**src/rtl/rc_ctrl_pkg.sv**
```systemverilog
package rc_ctrl_pkg;

  localparam int OPC_W = 6;
  localparam int FN_W  = 6;
  localparam int ST_W  = 4;

  localparam logic [OPC_W-1:0] OPC_RTYPE = 6'b000000;
  localparam logic [OPC_W-1:0] OPC_LOAD  = 6'b100011;
  localparam logic [OPC_W-1:0] OPC_STORE = 6'b101011;
  localparam logic [OPC_W-1:0] OPC_ADDIM = 6'b001000;
  localparam logic [OPC_W-1:0] OPC_BREQ  = 6'b000100;
  localparam logic [OPC_W-1:0] OPC_JUMP  = 6'b000010;
  localparam logic [FN_W-1:0]  FN_SHRAV  = 6'b000111;

  typedef enum logic [ST_W-1:0] {
    ST_FETCH  = 4'd0,
    ST_DECODE = 4'd1,
    ST_MADDR  = 4'd2,
    ST_MREAD  = 4'd3,
    ST_LDWB   = 4'd4,
    ST_MWRITE = 4'd5,
    ST_EXEC   = 4'd6,
    ST_ALUWB  = 4'd7,
    ST_BRANCH = 4'd8,
    ST_IMEXEC = 4'd9,
    ST_IMWB   = 4'd10,
    ST_JUMP   = 4'd11,
    ST_SHEXEC = 4'd12,
    ST_SHWB   = 4'd13
  } state_e;

  typedef enum logic [2:0] {
    CL_MEM    = 3'd0,
    CL_RTYPE  = 3'd1,
    CL_SHIFT  = 3'd2,
    CL_IMM    = 3'd3,
    CL_BRANCH = 3'd4,
    CL_JUMP   = 3'd5,
    CL_NONE   = 3'd6
  } iclass_e;

  localparam logic [1:0] WB_ALU   = 2'b00;
  localparam logic [1:0] WB_MEM   = 2'b01;
  localparam logic [1:0] WB_SHIFT = 2'b10;

  typedef struct packed {
    logic       iord;
    logic       alua;
    logic [1:0] alub;
    logic [1:0] aluop;
    logic [1:0] pcsrc;
    logic       irwr;
    logic       pcwr;
    logic       br;
    logic       rdsel;
    logic [1:0] wbsrc;
    logic       rfwr;
    logic       memwr;
    logic       shld;
  } ctrl_t;

endpackage

```
**src/rtl/rc_op_classify.sv**
```systemverilog
module rc_op_classify
  import rc_ctrl_pkg::*;
#(
  parameter int OW = OPC_W,
  parameter int FW = FN_W
) (
  input  logic [OW-1:0] opcode,
  input  logic [FW-1:0] funct,
  output iclass_e       iclass,
  output logic          is_store
);

  always_comb begin
    iclass   = CL_NONE;
    is_store = (opcode == OPC_STORE);
    unique case (opcode)
      OPC_LOAD, OPC_STORE: iclass = CL_MEM;
      OPC_RTYPE:           iclass = (funct == FN_SHRAV) ? CL_SHIFT : CL_RTYPE;
      OPC_ADDIM:           iclass = CL_IMM;
      OPC_BREQ:            iclass = CL_BRANCH;
      OPC_JUMP:            iclass = CL_JUMP;
      default:             iclass = CL_NONE;
    endcase
  end

endmodule

```
**src/rtl/rc_state_seq.sv**
```systemverilog
module rc_state_seq
  import rc_ctrl_pkg::*;
(
  input  logic    clk,
  input  logic    rst_n,
  input  iclass_e iclass,
  input  logic    is_store,
  output state_e  state
);

  state_e nxt;

  always_comb begin
    nxt = ST_FETCH;
    unique case (state)
      ST_FETCH:  nxt = ST_DECODE;
      ST_DECODE: begin
        unique case (iclass)
          CL_MEM:    nxt = ST_MADDR;
          CL_RTYPE:  nxt = ST_EXEC;
          CL_SHIFT:  nxt = ST_SHEXEC;
          CL_IMM:    nxt = ST_IMEXEC;
          CL_BRANCH: nxt = ST_BRANCH;
          CL_JUMP:   nxt = ST_JUMP;
          default:   nxt = ST_FETCH;
        endcase
      end
      ST_MADDR: begin
        if (iclass != CL_MEM) nxt = ST_FETCH;
        else if (is_store)    nxt = ST_MWRITE;
        else                  nxt = ST_MREAD;
      end
      ST_MREAD:  nxt = ST_LDWB;
      ST_EXEC:   nxt = ST_ALUWB;
      ST_IMEXEC: nxt = ST_IMWB;
      ST_SHEXEC: nxt = ST_SHWB;
      default:   nxt = ST_FETCH;
    endcase
  end

  always_ff @(posedge clk or negedge rst_n) begin
    if (!rst_n) state <= ST_FETCH;
    else        state <= nxt;
  end

endmodule

```
**src/rtl/rc_ctrl_decode.sv**
```systemverilog
module rc_ctrl_decode
  import rc_ctrl_pkg::*;
(
  input  state_e state,
  output ctrl_t  ctrl
);

  always_comb begin
    ctrl = '0;
    unique case (state)
      ST_FETCH: begin
        ctrl.alub = 2'b01;
        ctrl.irwr = 1'b1;
        ctrl.pcwr = 1'b1;
      end
      ST_DECODE: ctrl.alub = 2'b11;
      ST_MADDR: begin
        ctrl.alua = 1'b1;
        ctrl.alub = 2'b10;
      end
      ST_MREAD: ctrl.iord = 1'b1;
      ST_LDWB: begin
        ctrl.wbsrc = WB_MEM;
        ctrl.rfwr  = 1'b1;
      end
      ST_MWRITE: begin
        ctrl.iord  = 1'b1;
        ctrl.memwr = 1'b1;
      end
      ST_EXEC: begin
        ctrl.alua  = 1'b1;
        ctrl.aluop = 2'b10;
      end
      ST_ALUWB: begin
        ctrl.rdsel = 1'b1;
        ctrl.wbsrc = WB_ALU;
        ctrl.rfwr  = 1'b1;
      end
      ST_BRANCH: begin
        ctrl.alua  = 1'b1;
        ctrl.aluop = 2'b01;
        ctrl.pcsrc = 2'b01;
        ctrl.br    = 1'b1;
      end
      ST_IMEXEC: begin
        ctrl.alua = 1'b1;
        ctrl.alub = 2'b10;
      end
      ST_IMWB: ctrl.rfwr = 1'b1;
      ST_JUMP: begin
        ctrl.pcsrc = 2'b10;
        ctrl.pcwr  = 1'b1;
      end
      ST_SHEXEC: ctrl.shld = 1'b1;
      ST_SHWB: begin
        ctrl.rdsel = 1'b1;
        ctrl.wbsrc = WB_SHIFT;
        ctrl.rfwr  = 1'b1;
      end
      default: ctrl = '0;
    endcase
  end

endmodule

```
**src/rtl/rc_main_ctrl.sv**
```systemverilog
module rc_main_ctrl
  import rc_ctrl_pkg::*;
(
  input  logic             clk,
  input  logic             rst_n,
  input  logic [OPC_W-1:0] opcode,
  input  logic [FN_W-1:0]  funct,
  output logic [ST_W-1:0]  fsm_state,
  output logic             iord_sel,
  output logic             alu_a_sel,
  output logic [1:0]       alu_b_sel,
  output logic [1:0]       alu_op,
  output logic [1:0]       pc_src,
  output logic             ir_wr,
  output logic             pc_wr,
  output logic             br_en,
  output logic             rd_sel,
  output logic [1:0]       wb_src,
  output logic             rf_wr,
  output logic             mem_wr,
  output logic             shift_ld
);

  iclass_e iclass;
  logic    is_store;
  state_e  state;
  ctrl_t   ctrl;

  rc_op_classify #(.OW(OPC_W), .FW(FN_W)) u_cls (
    .opcode   (opcode),
    .funct    (funct),
    .iclass   (iclass),
    .is_store (is_store)
  );

  rc_state_seq u_seq (
    .clk      (clk),
    .rst_n    (rst_n),
    .iclass   (iclass),
    .is_store (is_store),
    .state    (state)
  );

  rc_ctrl_decode u_dec (
    .state (state),
    .ctrl  (ctrl)
  );

  assign fsm_state = state;
  assign iord_sel  = ctrl.iord;
  assign alu_a_sel = ctrl.alua;
  assign alu_b_sel = ctrl.alub;
  assign alu_op    = ctrl.aluop;
  assign pc_src    = ctrl.pcsrc;
  assign ir_wr     = ctrl.irwr;
  assign pc_wr     = ctrl.pcwr;
  assign br_en     = ctrl.br;
  assign rd_sel    = ctrl.rdsel;
  assign wb_src    = ctrl.wbsrc;
  assign rf_wr     = ctrl.rfwr;
  assign mem_wr    = ctrl.memwr;
  assign shift_ld  = ctrl.shld;

endmodule

```
**config.mk**
```make
export PLATFORM = sky130hd
export DESIGN_NAME = rc_main_ctrl
export DESIGN_NICKNAME = d
export VERILOG_FILES = /design/src/rtl/rc_ctrl_pkg.sv /design/src/rtl/rc_op_classify.sv /design/src/rtl/rc_state_seq.sv /design/src/rtl/rc_ctrl_decode.sv /design/src/rtl/rc_main_ctrl.sv
export SDC_FILE = /design/constraint.sdc
export NUM_CORES = 1
export LEC_CHECK = 0
export ABC_AREA = 1
export ABC_CLOCK_PERIOD_IN_PS = 1250
export CAP_MARGIN = 20
export CORE_MARGIN = 8
export CORE_UTILIZATION = 35
export CTS_CLUSTER_SIZE = 25
export DETAILED_ROUTE_END_ITERATION = 7
export HOLD_SLACK_MARGIN = 0.1
export PLACE_DENSITY = 0.83
export SYNTH_ARGS = -nofsm -noshare
export SYNTH_HDL_FRONTEND = slang
export SYNTH_SLANG_ARGS = --single-unit
export TNS_END_PERCENT = 100
```
**constraint.sdc**
```tcl
create_clock -name clk -period 1.25 [get_ports clk]
set_clock_uncertainty 0.05 [all_clocks]
set_input_delay 0.125 -clock clk [delete_from_list [all_inputs] [get_ports clk]]
set_output_delay 0.125 -clock clk [all_outputs]
set_load 0.1 [all_outputs]
```
==> results of run 1 <==
## Yosys cell counts
library cell / count
sky130_fd_sc_hd__nor2_1: 18
sky130_fd_sc_hd__nor2_2: 9
sky130_fd_sc_hd__o21ai_0: 2
sky130_fd_sc_hd__inv_2: 6
sky130_fd_sc_hd__nor3_2: 1
sky130_fd_sc_hd__nand2_1: 27
sky130_fd_sc_hd__nand3_2: 2
sky130_fd_sc_hd__buf_4: 2
sky130_fd_sc_hd__dfrtp_1: 4
sky130_fd_sc_hd__o2111ai_1: 1
sky130_fd_sc_hd__nand4_1: 2
sky130_fd_sc_hd__inv_1: 20
sky130_fd_sc_hd__a21oi_1: 1
sky130_fd_sc_hd__nand2_2: 1
sky130_fd_sc_hd__nand3_1: 6
sky130_fd_sc_hd__a31oi_1: 1
## logic make-up after synthesis
| group | Yosys count | synth area share (%) |
|---|---|---|
| flip-flops | 4 | 18.3 |
| buffers and inverters | 28 | 20.6 |
| AO/OA/AOI/OAI | 5 | 5.49 |
| AND/OR/NAND/NOR | 66 | 55.6 |
## per-stage QoR
stage	cells	setup TNS, ns
after floorplan	103	-12.00
after global placement	171	-2.23
after detailed placement	171	-3.39
==> impl_metrics.py, run 1 <==
metrics = {
    "floorplanning": {
        "starting_density_of_the_core_pct": 36.7,
        "dieWidth_um": 55.5,
        "die_h_um": 55.5,
        "boundaryPins": 35,
        "fp-row-count": 14,
    },
    "synthesis": {
        "synth_top_cell_area_share_pct": 18.5,
        "ys.warnings.count": 0,
        "syn_area_um2": 547,
        "synth.yosys.seq_area_share_pct": 18.3,
        "yosys_register_bits": 4,
        "postSynthNetCount": 117,
        "syn_avg_cell_area_um2": 5.31,
        "post-synth-top-area-cell": "sky130_fd_sc_hd__nand2_1",
        "synth.lib_cells_used.distinct": 16,
        "synth_cells": 103,
        "leading_cell_types_by_total_area_after_synthesis": "sky130_fd_sc_hd__nand2_1 (19%), sky130_fd_sc_hd__dfrtp_1 (18%), sky130_fd_sc_hd__inv_1 (14%), sky130_fd_sc_hd__nor2_1 (12%), sky130_fd_sc_hd__nor2_2 (10%)",
    },
    "clock_network": {
        "cts.repair.resized": 30,
        "clkSinkCount": 4,
        "ctsHtreeMaxLevel": 1,
        "ctsRootBufferMaster": "sky130_fd_sc_hd__clkbuf_4",
        "clock_tree.buffer_depth": 2,
        "hold_buf_count_cts": 1,
        "postCtsSetupRepairBufs": 7,
        "tritoncts.num_buffers": 3,
    },
    "placed_design": {
        "gp_routability_congestion": 0.811,
        "pre_cts_slack_ns": -0.247,
        "dpl_hpwl_um": 2420,
        "dpl_cell_area_um2": 1420,
        "placement.io_buffers": 34,
    },
    "run_status": {
        "run_status": "aborted with a tool error",
        "failing_step": "clock tree synthesis (4_1_cts)",
        "error_message": "[ERROR DPL-0038] Utilization greater than 100%, impossible to legalize",
    },
}
==> run 2: changes to the inputs <==
--- a/config.mk
+++ b/config.mk
@@ -8,12 +8,10 @@
 export ABC_AREA = 1
 export ABC_CLOCK_PERIOD_IN_PS = 1250
 export CAP_MARGIN = 20
-export CORE_MARGIN = 8
-export CORE_UTILIZATION = 35
-export CTS_CLUSTER_SIZE = 25
+export CORE_AREA = 8 8 69 71
 export DETAILED_ROUTE_END_ITERATION = 7
-export HOLD_SLACK_MARGIN = 0.1
-export PLACE_DENSITY = 0.83
+export DIE_AREA = 0 0 77 79
+export PLACE_DENSITY_LB_ADDON = 0.15
 export SYNTH_ARGS = -nofsm -noshare
 export SYNTH_HDL_FRONTEND = slang
 export SYNTH_SLANG_ARGS = --single-unit
==> run 2 against run 1 <==
Compared with the run above:
- area after synthesis unchanged
- the flow now finishes, with violations (negative setup slack)
- synthesized cell count unchanged
==> impl_metrics.py, run 2 <==
metrics = {
    "sta": {
        "worst_relative_slew_slack_pct": 85.7,
        "tns_ns": -6.51,
        "final_min_period_over_clock_period_pct": 131,
        "hold_slack_ns": 0.0652,
        "setup_repair_after_global_routing_missed_its_margin": "true",
        "worstMarginPinSlew_ns": 0.213,
        "timing.fmax_mhz": 611,
        "final-hold-violation-count": 0,
        "timing.final.max_slew_violations": 0,
        "setup_violations": 23,
        "min_clock_period_post_route_ns": 1.64,
        "layout_setup_ws_ns": -0.387,
    },
    "drt": {
        "drt_first_pass_iters": 6,
        "drt_drc_violations_left": 0,
        "route.antenna.remaining_nets": 0,
        "detail_route.wl_per_cell_um": 10.1,
        "viasPerCell": 3.81,
        "drt_wirelength_um": 2210,
        "vias": 834,
        "number_of_drc_markers_in_iteration_0": 8,
    },
    "global_route": {
        "via_count_of_the_first_global_routing_pass": 881,
        "overflow_left_after_global_routing": 0,
        "global_route_usage_over_all_layers_pct": 6.75,
        "antenna_found_initial": 0,
        "grt_start_max_net_pins": 6,
        "grt_first_pass_wirelength_um": 3540,
    },
    "clock_network": {
        "cts_tree": "built",
        "ctsRootBufferMaster": "sky130_fd_sc_hd__clkbuf_8",
        "tritoncts.num_buffers": 3,
        "worst_skew_pair.late_latency_ns": 0.21,
        "clkSinkCount": 4,
        "hold_buf_count_cts": 0,
        "cts_clock_pin_slew_for_the_worst_setup_and_hold_paths_ns": 0.03,
        "clock_tree.buffer_depth": 2,
        "ctsHtreeMaxLevel": 1,
    },
    "synthesis": {
        "syn_avg_cell_area_um2": 5.31,
        "synth_top_cell_area_share_pct": 18.5,
        "leading_cell_types_by_total_area_after_synthesis": "sky130_fd_sc_hd__nand2_1 (19%), sky130_fd_sc_hd__dfrtp_1 (18%), sky130_fd_sc_hd__inv_1 (14%), sky130_fd_sc_hd__nor2_1 (12%), sky130_fd_sc_hd__nor2_2 (10%)",
        "ys.warnings.count": 0,
        "synthTopCellsByCount": "sky130_fd_sc_hd__nand2_1 (27), sky130_fd_sc_hd__inv_1 (20), sky130_fd_sc_hd__nor2_1 (18)",
        "synth.yosys.seq_area_share_pct": 18.3,
        "synth_flop_cell": "sky130_fd_sc_hd__dfrtp_1",
        "syn_area_um2": 547,
        "synth-edff-count": 0,
        "synth.lib_cells_used.distinct": 16,
        "yosys.cell_count.top_type": "sky130_fd_sc_hd__nand2_1",
        "synth_cells": 103,
        "ys_async_sr_fraction_pct": 100,
        "post-synth-top-area-cell": "sky130_fd_sc_hd__nand2_1",
        "yosys_register_bits": 4,
        "postSynthNetCount": 117,
    },
    "power_and_ir_drop": {
        "register_share_of_total_power_pct": 8.0,
        "p_sw_mw": 1.78,
        "switching_share_pct": 55.3,
        "p_leak_nw": 0.778,
        "clkPwrFrac_pct": 8.2,
        "finalPower_mw": 3.22,
        "pwr-share-comb_pct": 83.8,
        "p_int_mw": 1.44,
        "power_per_cell_area_nw_per_um2": 1830,
        "ir_drop_v": 0.000499,
    },
    "final_layout": {
        "top_register": "u_seq.state",
        "antenna_cells_inserted": 0,
        "largest_register_ff_count": 4,
        "final_common_cell": "sky130_fd_sc_hd__buf_12",
        "fraction_of_layout_cells_with_a_size_suffix_above_1_pct": 66.9,
        "largestRegisters": "u_seq.state (4)",
        "final_cell_mix": "sky130_fd_sc_hd__buf_12 (23), sky130_fd_sc_hd__nand2_1 (18), sky130_fd_sc_hd__buf_4 (18)",
        "num-nets-final": 185,
        "area_growth_syn_to_layout_pct": 223,
        "finish.cell_count_without_fillers": 219,
    },
    "critical_path": {
        "worst-path-max-fanout": 4,
        "r2r_start": "u_seq.state[2]",
        "worst-endpoint-required_ns": 1.08,
        "setup_cp_type": "flop to output port",
        "worstSetupEndpointType": "output port",
        "crit_path_max_incr_delay_ns": 0.52,
        "data_arrival_time_of_the_critical_path_ns": 1.46,
        "critPathTopFamily": "flip-flops",
        "critical_path.startpoint": "u_seq.state[0]",
        "crit_chain": "nor2_2 -> inv_2 -> nor2_4 -> inv_2 -> o21ai_4 -> buf_12",
        "critical_path.slowest_cell": "sky130_fd_sc_hd__dfrtp_4",
        "cpMostUsedCell": "sky130_fd_sc_hd__inv_2",
        "setup.worst_path.start_class": "flop",
        "cp_num_buf_inv": 3,
    },
    "floorplanning": {
        "die_h_um": 79,
        "dieWidth_um": 77,
        "starting_density_of_the_core_pct": 14.4,
        "fp-row-count": 23,
        "die_area_um2": 6080,
        "fp.coreArea_um2": 3800,
        "boundaryPins": 35,
    },
    "placed_design": {
        "gp_routability_congestion": 0.781,
        "placement.io_buffers": 34,
        "place.detailed.instances": 207,
        "dpl_hpwl_um": 1910,
        "pre_cts_slack_ns": -0.204,
    },
    "hold_path": {
        "class_of_the_most_critical_hold_timing_path": "input pin to async pin",
    },
    "run_status": {
        "violations": "negative setup slack",
        "run_status": "finished with violations",
    },
    "run": {
        "cap_violations": 0,
    },
}
## run 2: power by group through the flow
| stage | Clock [mW] | Combinational [mW] | Sequential (mW) |
|---|---|---|---|
| after global placement | 0 | 2.40 | 0.229 |
| after detailed placement | 0 | 2.41 | 0.235 |
| after CTS | 0.271 | 2.59 | 0.241 |
| final | 0.264 | 2.70 | 0.257 |
| after global routing | 0.279 | 2.80 | 0.263 |
| after floorplan | 0 | 1.24 | 0.456 |
## run 2: path summary, 6_finish.rpt
kind                                  endpoint  slack, ns  depth (start not counted)
worst max-delay path                     pc_wr      -0.39                          6
worst min-delay path            u_seq.state[2]       0.07                          1
worst max register to register  u_seq.state[1]      -0.30                          9
worst min register to register  u_seq.state[2]       0.81                          4
max in group asynchronous       u_seq.state[1]       0.90                          1
min in group clk                u_seq.state[3]       0.65                          7
## run 2: cell type report
type                       instances  area, µm²
sequential                         4        115
inverter                          26        129
multi-input combinational         71        567
fill                             392       2030
timing repair buffer              65        850
tap                               50       62.6
clock buffer                       3       41.3
## run 2: through the flow
stage               utilization, %  cell area (µm²)
floorplan                        -              741
global placement              39.3             1490
detailed placement            39.3             1490
CTS                           43.9             1670
global route                  46.4             1760
finish                        46.4             1760
## run 2: cell families (layout without fill, tap and decap cells)
| logic type | count (synthesis) | after routing | share of synthesized area, % |
|---|---|---|---|
| AO/OA/AOI/OAI | 5 | 5 | 5.49 |
| AND/OR/NAND/NOR | 66 | 66 | 55.6 |
| buffers and inverters | 28 | 94 | 20.6 |
| flip-flops | 4 | 4 | 18.3 |
## run 2: what timing repair did
| action | 4_1_cts | 5_1_grt |
|---|---|---|
| setup buffers | 6 | 6 |
| setup endpoints to repair | 21 | 24 |
| pin swaps | 7 | 9 |
| gates resized for setup | 27 | 14 |
| hold endpoints to repair | 0 | 0 |
## run 2: layer usage
metal	track usage (%)	wire (µm)	vias up
li1	-	-	435
met1	6.43	844	367
met2	14.1	1260	32
met3	1.13	105	0
met4	2.26	0	0
met5	0	0	-
No activity file was read; power rests on OpenSTA's default activity.
